--- config.mk ---
export PLATFORM = sky130hd
export DESIGN_NAME = i2cm_slave
export DESIGN_NICKNAME = d
export VERILOG_FILES = /design/src/rtl/i2cm_pkg.sv /design/src/rtl/i2cm_line_sync.sv /design/src/rtl/i2cm_addr_match.sv /design/src/rtl/i2cm_proto.sv /design/src/rtl/i2cm_slave.sv
export SDC_FILE = /design/constraint.sdc
export NUM_CORES = 1
export LEC_CHECK = 0
export ABC_CLOCK_PERIOD_IN_PS = 2800
export BUFFER_PORTS_ARGS = -buffer_cell sky130_fd_sc_hd__buf_2
export CORE_MARGIN = 8
export CORE_UTILIZATION = 50
export CTS_CLUSTER_DIAMETER = 50
export DETAILED_ROUTE_END_ITERATION = 8
export PLACE_DENSITY = 0.75
export SYNTH_ARGS = -nofsm -noshare
export SYNTH_HDL_FRONTEND = slang
export SYNTH_SLANG_ARGS = --single-unit
--- constraint.sdc ---
create_clock -name clk -period 2.8 [get_ports clk]
set_clock_uncertainty 0.15 [all_clocks]
set_input_delay 0.56 -clock clk [delete_from_list [all_inputs] [get_ports clk]]
set_output_delay 0.56 -clock clk [all_outputs]
set_load 0.01 [all_outputs]
--- src/rtl/i2cm_pkg.sv ---
package i2cm_pkg;

    localparam int BYTE_W    = 8;
    localparam int ADDR_W    = 10;
    localparam int BITCNT_W  = 4;
    localparam logic [4:0] TEN_HDR = 5'b11110;

    typedef enum logic [2:0] {
        ST_IDLE,
        ST_ADDR_HI,
        ST_ADDR_LO,
        ST_RX,
        ST_TX,
        ST_SKIP
    } st_e;

    typedef struct packed {
        logic scl_lvl;
        logic scl_rise;
        logic scl_fall;
        logic start;
        logic stop;
        logic sda;
    } bus_ev_t;

    typedef struct packed {
        logic hit7;
        logic hit_hi_w;
        logic hit_hi_r;
        logic hit_lo;
    } match_t;

    function automatic logic masked_eq(input logic [ADDR_W-1:0] a,
                                       input logic [ADDR_W-1:0] b,
                                       input logic [ADDR_W-1:0] m);
        return ((a ^ b) & ~m) == '0;
    endfunction

endpackage

--- src/rtl/i2cm_line_sync.sv ---
module i2cm_line_sync
    import i2cm_pkg::*;
#(
    parameter int STAGES = 2
) (
    input  logic    clk,
    input  logic    rst,
    input  logic    scl_in,
    input  logic    sda_in,
    output bus_ev_t ev
);
    logic [STAGES-1:0] scl_q, sda_q;
    logic              scl_p, sda_p;
    logic              s_scl, s_sda;

    assign s_scl = scl_q[STAGES-1];
    assign s_sda = sda_q[STAGES-1];

    // idle bus is high: reset to 1 so no edge is seen on release
    always_ff @(posedge clk) begin
        if (rst) begin
            scl_q <= '1;
            sda_q <= '1;
            scl_p <= 1'b1;
            sda_p <= 1'b1;
        end else begin
            scl_q <= {scl_q[STAGES-2:0], scl_in};
            sda_q <= {sda_q[STAGES-2:0], sda_in};
            scl_p <= s_scl;
            sda_p <= s_sda;
        end
    end

    always_comb begin
        ev.scl_lvl  = s_scl;
        ev.sda      = s_sda;
        ev.scl_rise = s_scl & ~scl_p;
        ev.scl_fall = ~s_scl & scl_p;
        ev.start    = s_scl & scl_p & sda_p & ~s_sda;
        ev.stop     = s_scl & scl_p & ~sda_p & s_sda;
    end

    a_r7_events_exclusive: assert property (@(posedge clk) disable iff (rst)
        !(ev.start && ev.stop) && !(ev.scl_rise && ev.scl_fall));

endmodule

--- src/rtl/i2cm_addr_match.sv ---
module i2cm_addr_match
    import i2cm_pkg::*;
(
    input  logic [BYTE_W-1:0] rx_byte,
    input  logic [ADDR_W-1:0] own_addr,
    input  logic [ADDR_W-1:0] addr_mask,
    input  logic              ten_bit,
    input  logic              ten_armed,
    output match_t            hits
);
    localparam int PAD7 = ADDR_W - 7;
    localparam int PAD8 = ADDR_W - BYTE_W;

    logic hdr_ok;

    always_comb begin
        hdr_ok = (rx_byte[7:3] == TEN_HDR) &&
                 (((rx_byte[2:1] ^ own_addr[9:8]) & ~addr_mask[9:8]) == 2'b00);

        hits.hit7     = ~ten_bit &&
                        masked_eq({{PAD7{1'b0}}, rx_byte[7:1]},
                                  {{PAD7{1'b0}}, own_addr[6:0]},
                                  {{PAD7{1'b0}}, addr_mask[6:0]});
        hits.hit_hi_w = ten_bit & hdr_ok & ~rx_byte[0];
        hits.hit_hi_r = ten_bit & hdr_ok & rx_byte[0] & ten_armed;
        hits.hit_lo   = masked_eq({{PAD8{1'b0}}, rx_byte},
                                  {{PAD8{1'b0}}, own_addr[7:0]},
                                  {{PAD8{1'b0}}, addr_mask[7:0]});
    end

endmodule

--- src/rtl/i2cm_proto.sv ---
module i2cm_proto
    import i2cm_pkg::*;
(
    input  logic              clk,
    input  logic              rst,
    input  bus_ev_t           ev,
    input  match_t            hits,
    input  logic [BYTE_W-1:0] tx_buf,
    input  logic              rx_clear,
    output logic [BYTE_W-1:0] shreg,
    output logic              ten_armed,
    output logic              sda_pull,
    output logic [BYTE_W-1:0] rx_data,
    output logic              rx_full,
    output logic              start_irq,
    output logic              stop_irq
);
    localparam logic [BITCNT_W-1:0] ACK_BIT  = BITCNT_W'(BYTE_W);
    localparam logic [BITCNT_W-1:0] END_BIT  = BITCNT_W'(BYTE_W + 1);

    st_e                 st, nst;
    logic [BITCNT_W-1:0] cnt;
    logic [BYTE_W-1:0]   tsh;
    logic                m_ack;

    always_ff @(posedge clk) begin
        if (rst) begin
            st        <= ST_IDLE;
            nst       <= ST_IDLE;
            cnt       <= '0;
            shreg     <= '0;
            tsh       <= '0;
            m_ack     <= 1'b0;
            ten_armed <= 1'b0;
            sda_pull  <= 1'b0;
            rx_data   <= '0;
            rx_full   <= 1'b0;
            start_irq <= 1'b0;
            stop_irq  <= 1'b0;
        end else begin
            start_irq <= ev.start;
            stop_irq  <= ev.stop;
            if (rx_clear) rx_full <= 1'b0;

            if (ev.stop) begin
                st        <= ST_IDLE;
                cnt       <= '0;
                sda_pull  <= 1'b0;
                ten_armed <= 1'b0;
            end else if (ev.start) begin
                st       <= ST_ADDR_HI;
                cnt      <= '0;
                sda_pull <= 1'b0;
            end else if (st != ST_IDLE && st != ST_SKIP) begin
                if (ev.scl_rise) begin
                    if (cnt < ACK_BIT)
                        shreg <= {shreg[BYTE_W-2:0], ev.sda};
                    else if (st == ST_TX)
                        m_ack <= ~ev.sda;
                    cnt <= cnt + 1'b1;
                end else if (ev.scl_fall) begin
                    if (cnt == ACK_BIT) begin
                        // acknowledge phase opens: decide whether to pull
                        unique case (st)
                            ST_ADDR_HI: begin
                                if (hits.hit7) begin
                                    sda_pull <= 1'b1;
                                    nst      <= shreg[0] ? ST_TX : ST_RX;
                                end else if (hits.hit_hi_w) begin
                                    sda_pull <= 1'b1;
                                    nst      <= ST_ADDR_LO;
                                end else if (hits.hit_hi_r) begin
                                    sda_pull <= 1'b1;
                                    nst      <= ST_TX;
                                end else begin
                                    sda_pull <= 1'b0;
                                    nst      <= ST_SKIP;
                                end
                            end
                            ST_ADDR_LO: begin
                                if (hits.hit_lo) begin
                                    sda_pull  <= 1'b1;
                                    ten_armed <= 1'b1;
                                    nst       <= ST_RX;
                                end else begin
                                    sda_pull <= 1'b0;
                                    nst      <= ST_SKIP;
                                end
                            end
                            ST_RX: begin
                                if (!rx_full || rx_clear) begin
                                    sda_pull <= 1'b1;
                                    rx_data  <= shreg;
                                    rx_full  <= 1'b1;
                                end else begin
                                    sda_pull <= 1'b0;
                                end
                                nst <= ST_RX;
                            end
                            ST_TX: begin
                                sda_pull <= 1'b0;
                                nst      <= ST_TX;
                            end
                            default: nst <= ST_SKIP;
                        endcase
                    end else if (cnt == END_BIT) begin
                        cnt <= '0;
                        if (nst == ST_TX && (st != ST_TX || m_ack)) begin
                            st       <= ST_TX;
                            tsh      <= tx_buf;
                            sda_pull <= ~tx_buf[BYTE_W-1];
                        end else if (nst == ST_TX) begin
                            st       <= ST_SKIP;
                            sda_pull <= 1'b0;
                        end else begin
                            st       <= nst;
                            sda_pull <= 1'b0;
                        end
                    end else if (st == ST_TX && cnt != '0) begin
                        sda_pull <= ~tsh[BYTE_W-2];
                        tsh      <= {tsh[BYTE_W-2:0], 1'b0};
                    end
                end
            end
        end
    end

    // the pull request only asserts while the synchronised SCL is low
    a_r10_pull_scl_low: assert property (@(posedge clk) disable iff (rst)
        $rose(sda_pull) |-> !ev.scl_lvl);

    // a byte finishing against a full buffer is not acknowledged
    a_r9_full_nack: assert property (@(posedge clk) disable iff (rst)
        (st == ST_RX && ev.scl_fall && cnt == ACK_BIT && rx_full && !rx_clear
         && !ev.start && !ev.stop) |=> !sda_pull);

    a_r7_flag_pulses: assert property (@(posedge clk) disable iff (rst)
        !(start_irq && stop_irq));

    // a stop always leaves SDA released
    a_r11_stop_releases: assert property (@(posedge clk) disable iff (rst)
        ev.stop |=> !sda_pull);

endmodule

--- src/rtl/i2cm_slave.sv ---
module i2cm_slave
    import i2cm_pkg::*;
#(
    parameter int SYNC_STAGES = 2
) (
    input  logic              clk,
    input  logic              rst,
    input  logic              en,
    input  logic              ten_bit,
    input  logic [ADDR_W-1:0] own_addr,
    input  logic [ADDR_W-1:0] addr_mask,
    input  logic              tx_we,
    input  logic [BYTE_W-1:0] tx_wdata,
    input  logic              rx_clear,
    output logic [BYTE_W-1:0] rx_data,
    output logic              rx_full,
    output logic              start_irq,
    output logic              stop_irq,
    input  logic              scl_in,
    input  logic              sda_in,
    output logic              sda_pull
);
    logic              blk_rst;
    bus_ev_t           ev;
    match_t            hits;
    logic [BYTE_W-1:0] shreg;
    logic              ten_armed;
    logic [BYTE_W-1:0] tx_buf;

    assign blk_rst = rst | ~en;

    always_ff @(posedge clk) begin
        if (blk_rst)    tx_buf <= '0;
        else if (tx_we) tx_buf <= tx_wdata;
    end

    i2cm_line_sync #(.STAGES(SYNC_STAGES)) u_sync (
        .clk    (clk),
        .rst    (blk_rst),
        .scl_in (scl_in),
        .sda_in (sda_in),
        .ev     (ev)
    );

    i2cm_addr_match u_match (
        .rx_byte   (shreg),
        .own_addr  (own_addr),
        .addr_mask (addr_mask),
        .ten_bit   (ten_bit),
        .ten_armed (ten_armed),
        .hits      (hits)
    );

    i2cm_proto u_proto (
        .clk       (clk),
        .rst       (blk_rst),
        .ev        (ev),
        .hits      (hits),
        .tx_buf    (tx_buf),
        .rx_clear  (rx_clear),
        .shreg     (shreg),
        .ten_armed (ten_armed),
        .sda_pull  (sda_pull),
        .rx_data   (rx_data),
        .rx_full   (rx_full),
        .start_irq (start_irq),
        .stop_irq  (stop_irq)
    );

    // disabled block leaves SDA alone and raises no flags
    a_r8_disabled_quiet: assert property (@(posedge clk) disable iff (rst)
        !en |=> (!sda_pull && !start_irq && !stop_irq));

endmodule

-- Yosys cells after proc, flatten, opt, wreduce, memory -nomap -nowiden
Index checks and enable logic that the tools add are counted.
- flip-flop bits (word level): 53
- input port bits: 36
- logic and storage cells: 142
- add/sub/neg operators: 1
- order comparisons: 1
- eq/ne operators: 15
- multiplexer cells: 40
- bitwise logic cells: 35
- reduce and logical (&&, ||, !) cells: 32
- operators with widths (cell ; number):
    2-to-1 mux 1 bit ; 25
    2-to-1 mux 7 bit ; 3
    AND 10 bit ; 2
    zero test 10 bit ; 2
    AND reduction 5 bit ; 4
    2-to-1 mux 3 bit ; 6
    2-to-1 mux 4 bit ; 4
    AND reduction 8 bit ; 2
    inverter 1 bit ; 14
    case mux 3 bit (4 select lines) ; 1
    AND reduction 6 bit ; 2
    nonzero test 2 bit ; 6
    AND 1 bit ; 11
    inverter 7 -> 10 bit ; 1
    inverter 8 -> 10 bit ; 1
    == test 4 bit (second input constant) ; 2
    XOR 8 bit ; 1
    AND reduction 7 bit ; 1
    XOR 7 bit ; 1
    == test 3 x 2 -> 1 bit (second input constant) ; 2
    == test 3 bit (second input constant) ; 2
    inequality test 3 bit (second input constant) ; 2
    nonzero test 3 bit ; 2
    == test 5 bit (second input constant) ; 1
    other kinds (19) ; 26

-- Longest topological paths before layout
- word-level depth: 12
- mapped depth: 10
- gate-level depth less buffers: 8

-- Modules after synthesis
A second synthesis with hierarchy kept.
- cell total of the unflattened synthesis: 290
- area total of the unflattened synthesis: 2715.1 um2
- by module, submodules not included (module ; times used ; cells each ; area each (um2) ; seq. area each (um2)):
    i2cm_proto ; 1 ; 211 ; 1948.1 ; 780.7
    i2cm_slave ; 1 ; 27 ; 292.8 ; 160.2
    i2cm_addr_match ; 1 ; 34 ; 269.0 ; 0.0
    i2cm_line_sync ; 1 ; 18 ; 205.2 ; 120.1

-- Worst setup path after synthesis
OpenSTA, ideal clock, no wires.
- path type: register -> register
- start point: register u_sync.scl_p
- end point: register u_proto.rx_data[0]
- arrival: 1.785 ns
- slack: 0.737 ns
- stages on the path, launching flop included: 11
- cells stage by stage: dfxtp_1 > inv_1 > ha_1 > nand2b_1 > a21oi_2 > and3_1 > buf_2 > and4_1 > buf_4 > mux2i_1 > nor2_1
- cells in the longest elaborated chain, start to end: 5
- RTL lines (what ; line ; source):
    from (decl) ; i2cm_line_sync.sv:13 ; logic scl_p, sda_p;
    from (signal assigned) ; i2cm_line_sync.sv:29 ; scl_p <= s_scl;
    AND 1 bit ; i2cm_line_sync.sv:39, i2cm_line_sync.sv:40 ;
    AND 1 bit (on tied branches) (2 in a row) ; i2cm_line_sync.sv:40, i2cm_line_sync.sv:39 ;
    inverter 1 bit (no source line) ; - ;
    AND reduction 8 bit (no source line) * ; - ;
    to (signal assigned) ; i2cm_proto.sv:93 ; rx_data <= shreg;
    to (decl) ; i2cm_proto.sv:13 ; output logic [BYTE_W-1:0] rx_data,
Mark *: on every way between the ends. The rest lies on a longest branch, timed or not.
A chain may end at the register's enable or synchronous reset.

-- Final worst setup path
- start point: register u_sync.scl_p
- end point: register u_proto.rx_data[4]
Same word-level chain as after synthesis.

==> Flow_metrics.wiki <==
{| class="wikitable"
! Metric !! Value
|-
| Status || finished, final reports clean
|-
| Crit Path Class || reg -> reg
|-
| Maximum count of clock buffers along a single path || 2
|-
| Post-synthesis cell area || between 2000 and 3000 um^2
|-
| Number of levels the H-tree was split into || 2
|-
| Power density of the placed cells || between 400 and 500 nW/um^2
|-
| Worst flop-to-flop path startpoint || u_sync.scl_p
|-
| Unrepaired setup endpoints after global routing || false
|-
| Number of gates resized after CTS || 0
|-
| Instance count on the critical path || 8
|-
| Psw || between 0.2 and 0.3 mW
|-
| Global route total overflow || 0
|-
| Final weighted congestion in routability-driven placement || roughly 0.86
|-
| CTS Buf Count || 5
|-
| Net Count, Synth || roughly 330
|-
| Final-layout setup total negative slack || 0 ns
|-
| Die height || 88.8 um
|-
| Total Routed Length || roughly 5700 um
|-
| Count of vias placed by the detailed router || 2116
|-
| Detailed Routing Iterations Pass 1 || 6
|-
| # DRC || 0
|-
| Fmax || about 400 MHz
|-
| Worst-path maximum fanout || 8
|-
| Endpoints failing setup || 0
|-
| Cell class contributing the biggest share of worst-path delay || simple AND/OR/NAND/NOR gates
|-
| Final max-slew violation count || 0
|-
| Dominant combinational cell family by area after synthesis || simple AND/OR/NAND/NOR gates
|-
| Sequential share of power || roughly 56%
|-
| CTS hold repair buffers || 0
|-
| Number of buffers inserted by port buffering || 47
|-
| Number of ports placed on the die boundary || 48
|-
| Leading post-synthesis cells by instance count || dfxtp_1, nor2_1, mux2i_1, xnor2_1, inv_1
|-
| Share of post-route cells with drive strength above 1 || between 20% and 30%
|-
| Cell-internal power || between 1 and 1.5 mW
|-
| Total of max-cap violations || 0
|-
| Post-Synth Adder-Cell Area || 2.83%
|-
| Proportion of synthesized chip area in sequential cells || 40.1%
|-
| Count of clock tree sinks || 53
|-
| Number of buffers added for setup after CTS || 0
|-
| Area added between synthesis and finish || 14.2%
|-
| Multiplexer share of the synthesized area || approximately 15%
|-
| Critical Path Sink || u_proto.rx_data[4]
|-
| Slowest cell on the critical path || and4_1
|-
| Width of the die || slightly below 90 um
|-
| Reg2reg end || u_proto.rx_data[4]
|-
| Crit. End Element || register
|-
| Bufs and invs on worst path || 1
|-
| Area of the core || approximately 5100 um^2
|-
| Initial core utilization || 51.9%
|-
| Headroom to the max-slew limit || ~63%
|-
| Logic pwr share || 6.1%
|-
| Net total in the final layout || 374
|-
| Main flop type after synthesis || dfxtp_1
|-
| Global routing usage summed across all routing layers || 15.3%
|-
| Seq cells post-synth || 53
|-
| Count leader, synth || dfxtp_1
|-
| TritonCTS clock tree || yes
|-
| Switching fraction of total power || a little over a fifth
|-
| Total die area || 7880 um^2
|-
| Routed length per instance || roughly 14 um
|-
| Area fraction in compound gates after synthesis || a little under an eighth
|-
| Reg-to-reg slack, setup || roughly 0.35 ns
|-
| Data arrival time of the critical path || ~2.5 ns
|-
| Peak supply drop || about 0.42 mV
|-
| Final hold violation count || 0
|-
| Synth area leader || dfxtp_1
|-
| Worst Setup SP || u_sync.scl_p
|-
| Element type at the critical path start || register
|-
| Synth Area in Simple Gates || about 18%
|-
| Wire length of the first global-routing pass || ~9500 um
|-
| Drt initial violations || between 90 and 100
|-
| Share of total power in the clock network || between 30% and 40%
|-
| FP Rows || 26
|-
| Cell Chain, Critical Path || inv_1 -> ha_1 -> nand2b_1 -> a21oi_2 -> and3_1 -> and4_1 -> mux2i_1 -> nor2_1
|-
| Synthesis warning total || 0
|-
| R2R cell count || 8
|-
| Number of instances in the synthesized netlist || 291
|-
| Share of async-settable or async-resettable flops after synthesis || 0%
|-
| Path class of the lowest-slack min-delay path || reg -> reg
|-
| Share of the core filled with cells in the final layout || about three fifths
|-
| Share of the synthesized area in the top cell type || 40.1%
|-
| Ranking of synthesized cells by area || dfxtp_1, mux2i_1, nor2_1, xnor2_1, ha_1
|-
| Fraction of the cycle the final worst path needs || between 80 and 90%
|-
| Detail-routed via count per cell || between 5 and 6
|-
| Filler instances || 447
|-
| Worst-Skew Late Latency || around 0.30 ns
|-
| Pleak || between 1 and 1.5 nW
|-
| Root buffer cell || clkbuf_8
|-
| Multi-input gate area || ~1400 um^2
|-
| Number of global-route vias before repair || ~2100
|-
| Total design power || 1.35 mW
|-
| Antenna violations before repair || 0
|-
| Post-Synthesis Mean Instance Area || a little over 9 um^2
|-
| Largest net degree at the start of global routing || 36
|-
| Number of inserted diodes || 0
|-
| Xor-xnor portion of the synthesized cell area || 6.61%
|-
| Yosys cell types || 52
|-
| Worst-Margin Slew || around 0.55 ns
|-
| Number of enable flip-flop cells after synthesis || 0
|-
| Post-route antenna net violation count || 0
|-
| Reg area || 1060 um^2
|-
| Required @ worst endpoint || between 2 and 3 ns
|-
| Clock transition at the registers of the reported paths || roughly 0.090 ns
|-
| Slowest stage delay, CP || around 0.53 ns
|-
| DP HPWL || roughly 4400 um
|-
| Min cycle time layout || approximately 2.4 ns
|}
## logic make-up (layout without fill, tap and decap cells)
| group | Yosys count | after routing |
|---|---|---|
| buffers and inverters | 31 | 73 |
| AO/OA/AOI/OAI | 48 | 48 |
| adder cells (fa/ha/maj) | 6 | 6 |
| AND/OR/NAND/NOR | 93 | 93 |
| multiplexers | 40 | 40 |
| XOR/XNOR | 20 | 20 |
| flip-flops | 53 | 53 |
## metrics by stage
stage                     hold slack [ns]  area [um^2]  instances  worst slack [ns]
after global routing                0.270         3030        403             0.162
after global placement              0.245         2910        395             0.447
after CTS                           0.263         3030        403             0.345
after detailed placement            0.241         2910        395             0.368
after floorplan                     0.236         2650        291             0.737
final                               0.261         3030        403             0.355
## state kept, by name, indices dropped and copies added (netlist names), 3 cells and up
register,cells
tx_buf,8
u_proto.shreg,8
u_proto.tsh,7
u_proto.rx_data,8
u_proto.cnt,4
u_proto.st,3
u_proto.nst,3
## worst min-delay path by stage
stage | startpoint | endpoint | cells past startpoint
after floorplan | u_sync.scl_q[0] | u_sync.scl_q[1] | 1
after global routing | scl_in | u_sync.scl_q[0] | 2
after CTS | u_sync.scl_q[0] | u_sync.scl_q[1] | 1
final | u_sync.scl_q[0] | u_sync.scl_q[1] | 1
after detailed placement | u_sync.scl_q[0] | u_sync.scl_q[1] | 1
after global placement | u_sync.sda_q[0] | u_sync.sda_q[1] | 1
## power groups by stage
stage,Combinational [mW],Sequential (mW),Clock (mW)
after global placement,0.0808,0.779,0
final,0.0824,0.762,0.509
after floorplan,0.0447,0.779,0
after detailed placement,0.0825,0.780,0
after CTS,0.0828,0.762,0.527
after global routing,0.0906,0.763,0.558
## final cells by class
cell class	count	area share (%)
clock buffer	6	2.40
clock inverter	2	1.28
inverter	14	1.74
multi-input combinational	207	47.8
sequential	53	35.1
tap	70	2.89
timing repair buffer	51	8.77
## metal layers
metal  track usage [%]  vias to the layer above  share of wire [%]
met5                 0                        -                  0
met2              25.5                       37                 49
met4              4.76                        0               0.40
met3              3.71                        2                2.9
met1              18.9                     1000                 47
li1                  -                     1077                  -
## placed cells by master (no fill, tap or decap), types with 3 or more instances in the layout
cell type and n:
nand2b_1 11, buf_2 47, o21ai_0 7, nand2_1 11, clkbuf_8 5, mux2i_1 34
dfxtp_1 53, mux2_2 6, buf_4 4, xnor2_1 19, o22ai_1 6, inv_1 14
nor2_1 47, a21oi_1 13, nand3_1 4, o211ai_1 3, ha_1 6
## worst reg2reg max path, delay by kind of cell (launching register included)
kind                     cells  cell delay (ns)
flip-flops                   1             0.36
AND/OR/NAND/NOR              4             1.09
adder cells (fa/ha/maj)      1             0.24
buffers and inverters        1             0.05
multiplexers                 1             0.25
AO/OA/AOI/OAI                1             0.19
No activity file was read; power rests on OpenSTA's default activity.
